[config.mk]
export PLATFORM = sky130hd
export DESIGN_NAME = edge_watchdog
export DESIGN_NICKNAME = d
export VERILOG_FILES = /design/src/rtl/edge_watchdog_pkg.sv /design/src/rtl/wd_sync.sv /design/src/rtl/wd_edge.sv /design/src/rtl/wd_core.sv /design/src/rtl/edge_watchdog.sv
export SDC_FILE = /design/constraint.sdc
export NUM_CORES = 1
export LEC_CHECK = 0
export BUFFER_PORTS_ARGS = -buffer_cell sky130_fd_sc_hd__clkbuf_2
export CORE_UTILIZATION = 25
export CTS_CLUSTER_SIZE = 30
export DETAILED_ROUTE_END_ITERATION = 8
export MAX_ROUTING_LAYER = met4
export PLACE_DENSITY = 0.38
export SLEW_MARGIN = 5
export SYNTH_ARGS = -nofsm -noshare
export SYNTH_HDL_FRONTEND = slang
export SYNTH_SLANG_ARGS = --single-unit
[constraint.sdc]
create_clock -name clk -period 4.1 [get_ports clk]
set_clock_uncertainty 0.05 [all_clocks]
set_input_delay 0.82 -clock clk [delete_from_list [all_inputs] [get_ports clk]]
set_output_delay 0.82 -clock clk [all_outputs]
set_load 0.02 [all_outputs]
[src/rtl/edge_watchdog_pkg.sv]
package edge_watchdog_pkg;

  typedef enum logic [1:0] {
    WD_BOOT = 2'd0,
    WD_RUN  = 2'd1,
    WD_DONE = 2'd2
  } wd_mode_e;

  // Window length (in quiet cycles) that applies in a given mode.
  function automatic int unsigned wd_window(wd_mode_e m, int unsigned boot_cyc,
                                            int unsigned run_cyc);
    return (m == WD_BOOT) ? boot_cyc : run_cyc;
  endfunction

  function automatic int unsigned wd_max(int unsigned a, int unsigned b);
    return (a > b) ? a : b;
  endfunction

endpackage

[src/rtl/wd_sync.sv]
module wd_sync #(
  parameter int unsigned STAGES = 2
) (
  input  logic clk,
  input  logic d,
  output logic q
);
  logic [STAGES-1:0] st;

  // Free-running: the chain keeps sampling during reset so it is settled at release.
  for (genvar i = 0; i < STAGES; i++) begin : g_stage
    if (i == 0) begin : g_first
      always_ff @(posedge clk) st[0] <= d;
    end else begin : g_next
      always_ff @(posedge clk) st[i] <= st[i-1];
    end
  end

  assign q = st[STAGES-1];
endmodule

[src/rtl/wd_edge.sv]
module wd_edge (
  input  logic clk,
  input  logic lvl,
  output logic toggled
);
  logic lvl_prev;

  always_ff @(posedge clk) lvl_prev <= lvl;

  assign toggled = lvl ^ lvl_prev;
endmodule

[src/rtl/wd_core.sv]
module wd_core
  import edge_watchdog_pkg::*;
#(
  parameter int unsigned STARTUP_CYC = 54000,
  parameter int unsigned TIMEOUT_CYC = 1600,
  parameter int unsigned CNT_W       = 16
) (
  input  logic             clk,
  input  logic             rst_n,
  input  logic             pin_float,
  input  logic             edge_in,
  output logic [CNT_W-1:0] cnt,
  output wd_mode_e         mode,
  output logic             pulse
);
  logic [CNT_W-1:0] cnt_q;
  wd_mode_e         mode_q;
  logic             pulse_q;
  logic [CNT_W-1:0] last_cnt;

  function automatic logic [CNT_W-1:0] final_count(wd_mode_e m);
    return CNT_W'(wd_window(m, STARTUP_CYC, TIMEOUT_CYC) - 1);
  endfunction

  assign last_cnt = final_count(mode_q);

  always_ff @(posedge clk or negedge rst_n) begin
    if (!rst_n) begin
      cnt_q   <= '0;
      mode_q  <= WD_BOOT;
      pulse_q <= 1'b0;
    end else begin
      pulse_q <= 1'b0;
      if (pin_float) begin
        cnt_q <= '0;
      end else if (mode_q == WD_DONE) begin
        cnt_q <= '0;
      end else if (edge_in) begin
        cnt_q  <= '0;
        mode_q <= WD_RUN;
      end else if (cnt_q == last_cnt) begin
        cnt_q   <= '0;
        mode_q  <= WD_DONE;
        pulse_q <= 1'b1;
      end else begin
        cnt_q <= cnt_q + 1'b1;
      end
    end
  end

  assign cnt   = cnt_q;
  assign mode  = mode_q;
  assign pulse = pulse_q;
endmodule

[src/rtl/edge_watchdog.sv]
module edge_watchdog
  import edge_watchdog_pkg::*;
#(
  parameter int unsigned SYNC_STAGES = 2,
  parameter int unsigned STARTUP_CYC = 54000,
  parameter int unsigned TIMEOUT_CYC = 1600
) (
  input  logic clk,
  input  logic rst_n,
  input  logic pin_float,
  input  logic wdi,
  output logic timeout_req
);
  localparam int unsigned LONGEST = wd_max(STARTUP_CYC, TIMEOUT_CYC);
  localparam int unsigned CNT_W   = $clog2(LONGEST + 1);

  // Named internal events, brought out for the bound checker.
  logic             wdi_sync;
  logic             edge_seen;
  logic [CNT_W-1:0] quiet_cnt;
  wd_mode_e         wd_mode;

  wd_sync #(.STAGES(SYNC_STAGES)) u_sync (
    .clk (clk),
    .d   (wdi),
    .q   (wdi_sync)
  );

  wd_edge u_edge (
    .clk     (clk),
    .lvl     (wdi_sync),
    .toggled (edge_seen)
  );

  wd_core #(
    .STARTUP_CYC (STARTUP_CYC),
    .TIMEOUT_CYC (TIMEOUT_CYC),
    .CNT_W       (CNT_W)
  ) u_core (
    .clk       (clk),
    .rst_n     (rst_n),
    .pin_float (pin_float),
    .edge_in   (edge_seen),
    .cnt       (quiet_cnt),
    .mode      (wd_mode),
    .pulse     (timeout_req)
  );
endmodule

==> impl_metrics.tcl, run 1 <==
set metrics [dict create \
    status "finished, final reports clean" \
    drc 0 \
    period_share 0.4938 \
    cts_buffer_depth 2 \
    wl_per_cell_um 13.93 \
    rrSetupSlack_ns 2.08 \
    post_cts_buffers 0 \
    critPathMaxFanout 19 \
    tightest_slew_ns 0.8840 \
    firstDrtPassIters 4 \
    port-buffer-count 4 \
    diodes 0 \
    num_vias 798 \
    insertion_delay_ns 0.27 \
    irDropWorstVdd_v 0.0001520 \
    min_period_ns 2.025 \
    cts_made_buffers 3 \
    routed_via_density 5.083 \
    hpwl_mm 1.489 \
    grt-ovfl-total 0 \
    drt_wl_total_mm 2.187 \
    yosys_register_bits 22 \
    rsz0062_at_grt "no" \
    fmax_ghz 0.4939 \
    layout.nets 113 \
    slew-limit-headroom 0.4107 \
    place_congestion 0.7661 \
    ys_seq_area_frac 0.5012 \
    cts.sinks 22 \
    r2r_end "u_core.mode[0]$_DFFE_PN0P_" \
    cp_data_required_time_ns 4.17 \
    ff2ff_path_depth 4 \
    layoutNonFillerInstCount 157 \
    ios 5 \
    placed_cells 153 \
    finalSetupViolCount 0 \
    cts_tree "yes" \
    grt_pass1_wl_mm 3.967 \
    fp-row-count 23 \
    crit_start "u_core.cnt[14]$_DFF_PN0_" \
    die_w_um 67.38 \
    cap_violations 0 \
    start_kind "register" \
    grt_pass1_vias 799 \
    synth_cell_types 36 \
    synth_nets 107 \
    critPathKind "reg -> reg" \
    antenna_found_initial 0 \
    grt_max_degree 20 \
    drtIter0Drc 55 \
    hold_viol 0 \
    cts_root_buf "clkbuf_8" \
    antenna_left 0 \
    fp.dieH_um 67.38 \
    worst_setup_path_end_kind "register" \
    core-area_um2 4058 \
    worstReg2RegStart "u_core.cnt[14]$_DFF_PN0_" \
    leakage_uw 0.0004287 \
    crit_path_end "u_core.mode[0]$_DFFE_PN0P_" \
    finalMaxSlewViolations 0 \
    start_util 0.2633 \
    hold_buffers 0 \
    fin_setup_tns_ns 0 \
    syn_inst 102 \
    hold_class "reg -> reg" \
    drive_gt1_frac 0.1308 \
    syn2layout_area_growth_pct 10.66 \
    cellPowerDensity_nw_per_um2 315.9 \
    syn_area_um2 1069 \
    syn_area_per_cell_um2 10.48 \
    dieArea_um2 4539 \
    path_clk_slew_ns 0.08 \
    holdWs_ns 0.2820 \
    cts_resized 0 \
    cts.htree.levels 1 \
    crit_arrival_ns 2.10 \
    synth_warnings 0 \
    grt_use_total 0.1243 \
]
-- placed cells by master, fill, tap and decap left out, drive strengths merged, types with 3 or more instances in the layout --
cell    instances
nor2            3
nand2           8
a211oi          3
xnor2           5
nand3           6
nand4           4
clkbuf          8
or4             4
xor2            7
dfrtp          19
nor4b           3
dfxtp           3
nor3           13
-- synth_stat cells (all sizes together) --
| cell | n | share of area |
|---|---|---|
| a21oi | 2 | 0.013 |
| or4 | 4 | 0.032 |
| o2111ai | 1 | 0.0082 |
| clkbuf | 1 | 0.0035 |
| dfxtp | 3 | 0.056 |
| buf | 2 | 0.0094 |
| a21o | 1 | 0.0070 |
| o31ai | 2 | 0.014 |
| a21boi | 1 | 0.0070 |
| nor2b | 2 | 0.012 |
| and4 | 2 | 0.018 |
| nor4 | 1 | 0.0059 |
| ha | 1 | 0.012 |
| nor3 | 13 | 0.061 |
| inv | 1 | 0.0035 |
| nand2 | 8 | 0.030 |
| nor4b | 3 | 0.025 |
| nand4 | 4 | 0.023 |
| o21ai | 2 | 0.0094 |
| or3 | 2 | 0.016 |
| xnor2 | 5 | 0.041 |
| and4b | 1 | 0.0094 |
| dfrtp | 19 | 0.44 |
| nand3 | 6 | 0.033 |
| nor2 | 3 | 0.011 |
| nand2b | 1 | 0.0059 |
| nor3b | 1 | 0.0070 |
| xor2 | 7 | 0.057 |
| a211oi | 3 | 0.026 |
-- kinds of logic (layout without fill, tap and decap cells) --
group | Yosys count | in the layout | share of synthesized area
AND/OR/NAND/NOR | 51 | 51 | 0.2881
flip-flops | 22 | 22 | 0.5012
AO/OA/AOI/OAI | 12 | 12 | 0.08430
XOR/XNOR | 12 | 12 | 0.09836
buffers and inverters | 4 | 9 | 0.01639
adder cells (fa/ha/maj) | 1 | 1 | 0.01171
-- routing by layer --
layer	track usage	wire length (µm)	share of wire	up-vias
met2	0.1850	1027	0.47	12
met3	0.04223	77	0.035	5
met1	0.1563	1058	0.48	392
met4	0.04255	25	0.011	0
li1	-	-	-	389
met5	-	0	0	-
-- worst max-delay path, cell delays in order (launching register included) --
cell       delay, ns
dfrtp_1         0.43
nor4b_1         0.32
o2111ai_1       0.18
a21oi_2         0.74
a21oi_1         0.16
-- stage by stage --
stage | utilization | cell area, µm² | total power [µW] | worst slack, ns
after detailed placement | 0.2803 | 1137 | 240.4 | 2.047
final | 0.2914 | 1182 | 373.5 | 2.075
after global placement | 0.2803 | 1137 | 240.3 | 2.071
after CTS | 0.2914 | 1182 | 385.1 | 2.037
after floorplan | - | 1069 | 232.6 | 2.396
after global routing | 0.2914 | 1182 | 392.3 | 1.870
-- worst min path at each step --
| stage | startpoint | endpoint | slack (ns) | depth (start not counted) |
|---|---|---|---|---|
| after floorplan | u_sync.st[0]$_DFF_P_ | u_sync.q$_DFF_P_ | 0.26 | 0 |
| after global placement | u_sync.st[0]$_DFF_P_ | u_sync.q$_DFF_P_ | 0.26 | 0 |
| after detailed placement | u_sync.st[0]$_DFF_P_ | u_sync.q$_DFF_P_ | 0.27 | 0 |
| after CTS | u_sync.st[0]$_DFF_P_ | u_sync.q$_DFF_P_ | 0.29 | 0 |
| after global routing | u_sync.st[0]$_DFF_P_ | u_sync.q$_DFF_P_ | 0.30 | 0 |
| final | u_sync.st[0]$_DFF_P_ | u_sync.q$_DFF_P_ | 0.28 | 0 |
-- sequential cells by signal, indices dropped and copies added (netlist names) --
signal           count
u_core.mode          2
u_core.pulse         1
u_sync.q             1
u_sync.st            1
u_edge.lvl_prev      1
u_core.cnt          16
-- area by class of cell --
cell class | count | area, µm²
clock buffers | 4 | 45.04
well taps | 50 | 62.56
multi-input cells | 76 | 515.5
fillers | 430 | 2875
inverters | 1 | 3.754
repair buffers | 4 | 20.02
flip-flops and latches | 22 | 535.5
-- power breakdown --
part           internal (µW)  total [µW]  switching (µW)
clock                   69.3         138            69.0
combinational           3.57        13.7            10.2
sequential               219         221            2.07
Power figures use the tool's default switching activity.
==> run 2: changes to the inputs <==
- clock period: 4.1 -> 2.1 ns (I/O delays scaled with it)
==> impl_metrics.tcl, run 2 (same netlist as run 1, synthesis figures left out) <==
set metrics [dict create \
    antenna_found_initial 0 \
    worst_setup_path_end_kind "register" \
    finalMaxSlewViolations 0 \
    drc 0 \
    finalSetupViolCount 0 \
    grt_pass1_vias 805 \
    hold_buffers 0 \
    cts.htree.levels 1 \
    place_congestion 0.8058 \
    finalPower_uw 754.3 \
    fp.dieH_um 67.38 \
    port-buffer-count 4 \
    cellPowerDensity_nw_per_um2 624.7 \
    crit_path_end "u_core.cnt[15]$_DFF_PN0_" \
    grt-ovfl-total 0 \
    status "finished, final reports clean" \
    final_cell_mix "19 x dfrtp_1, 13 x nor3_1, 7 x nand2_1, 7 x xor2_1" \
    dieArea_um2 4539 \
    critPathTopFamily "simple AND/OR/NAND/NOR gates" \
    crit_slowest_cell "dfrtp_1" \
    start_util 0.2633 \
    grt_pass1_wl_mm 3.864 \
    crit_arrival_ns 1.97 \
    grt_use_total 0.1179 \
    rsz0062_at_grt "no" \
    rrSetupSlack_ns 0.25 \
    cap_violations 0 \
    period_share 0.8789 \
    cp_num_cells 4 \
    path_cells "nand3_2 -> or3_4 -> or4_4 -> a211oi_2" \
    r2r_end "u_core.cnt[15]$_DFF_PN0_" \
    fp-row-count 23 \
    layoutNonFillerInstCount 159 \
    placed_cells 155 \
    cp_data_required_time_ns 2.22 \
    antenna_left 0 \
    drt_wl_total_mm 2.162 \
    largest_reg_flops 16 \
    min_period_ns 1.846 \
    hold_viol 0 \
    start_kind "register" \
    core-area_um2 4058 \
    diodes 0 \
    critPathBufInv 0 \
    cts.sinks 22 \
    cts_made_buffers 3 \
    grt_max_degree 20 \
    die_w_um 67.38 \
    wl_per_cell_um 13.60 \
    ios 5 \
    syn2layout_area_growth_pct 13.00 \
    num_vias 806 \
    fillers 425 \
    critPathKind "reg -> reg" \
    post_cts_buffers 0 \
    layout.nets 115 \
    firstDrtPassIters 4 \
    tightest_slew_ns 0.6810 \
    hpwl_mm 1.574 \
    insertion_delay_ns 0.26 \
    fmax_ghz 0.5418 \
    cts_tree "yes" \
    ff2ff_path_depth 4 \
    crit_start "u_core.cnt[4]$_DFF_PN0_" \
    critPathMaxFanout 7 \
    layout_commonest_cell "dfrtp_1" \
    drtIter0Drc 53 \
    leakage_uw 0.0004456 \
    cpPeakStageDelay_ns 0.49 \
    cts_buffer_depth 2 \
    hold_class "in -> async" \
    irDropWorstVdd_v 0.0003818 \
    fin_setup_tns_ns 0 \
    slew-limit-headroom 0.5449 \
    cts_root_buf "clkbuf_8" \
    cts_resized 0 \
    routed_via_density 5.069 \
    drive_gt1_frac 0.1560 \
    path_clk_slew_ns 0.08 \
    worstReg2RegStart "u_core.cnt[4]$_DFF_PN0_" \
]
-- run 2: cell types whose count changed in the layout (fill, tap and decap cells not counted) --
cell	change
buf_4	+2
clkbuf_8	+1
clkbuf_1	-1
-- run 2: layout make-up --
cell class,instances,area (µm²),area share
clock buffers,4,55.05,0.04560
inverters,1,3.754,0.003109
multi-input cells,76,515.5,0.4269
flip-flops and latches,22,535.5,0.4435
well taps,50,62.56,0.05181
repair buffers,6,35.03,0.02902
-- run 2: worst reg2reg max path, stage by stage, from the launching register on --
cell      delay (ns)
dfrtp_1         0.49
nand3_2         0.13
or3_4           0.38
or4_4           0.49
a211oi_2        0.22
-- run 2: worst min-delay path by stage --
stage / from / to
final: rst_n / u_core.pulse$_DFF_PN0_
after global routing: rst_n / u_core.cnt[5]$_DFF_PN0_
after CTS: rst_n / u_core.pulse$_DFF_PN0_
after detailed placement: u_sync.st[0]$_DFF_P_ / u_sync.q$_DFF_P_
after global placement: u_sync.st[0]$_DFF_P_ / u_sync.q$_DFF_P_
after floorplan: rst_n / u_core.cnt[0]$_DFF_PN0_
-- run 2: per-layer routing --
metal  track usage  vias to the layer above  share of wire
li1              -                      391              -
met1        0.1443                      396           0.49
met4       0.03191                        0          0.010
met3       0.03547                        2          0.036
met2        0.1875                       17           0.46
met5             -                        -              0
-- run 2: stage by stage --
step | utilization | setup WS (ns) | area [µm²] | hold WS (ns)
4_1_cts | 0.2976 | 0.2235 | 1207 | 0.07254
6_report | 0.2976 | 0.2543 | 1207 | 0.05349
3_5_place_dp | 0.2840 | 0.2380 | 1152 | 0.2646
3_3_place_gp | 0.2840 | 0.2405 | 1152 | 0.2609
2_1_floorplan | - | 0.3962 | 1069 | 0.07441
5_1_grt | 0.2976 | 0.1230 | 1207 | 0.08681
-- run 2: report_power, final --
part           internal [µW]  switching [µW]
Clock                    167             128
Combinational           6.73            20.2
Sequential               428            4.38
Total                    602             153
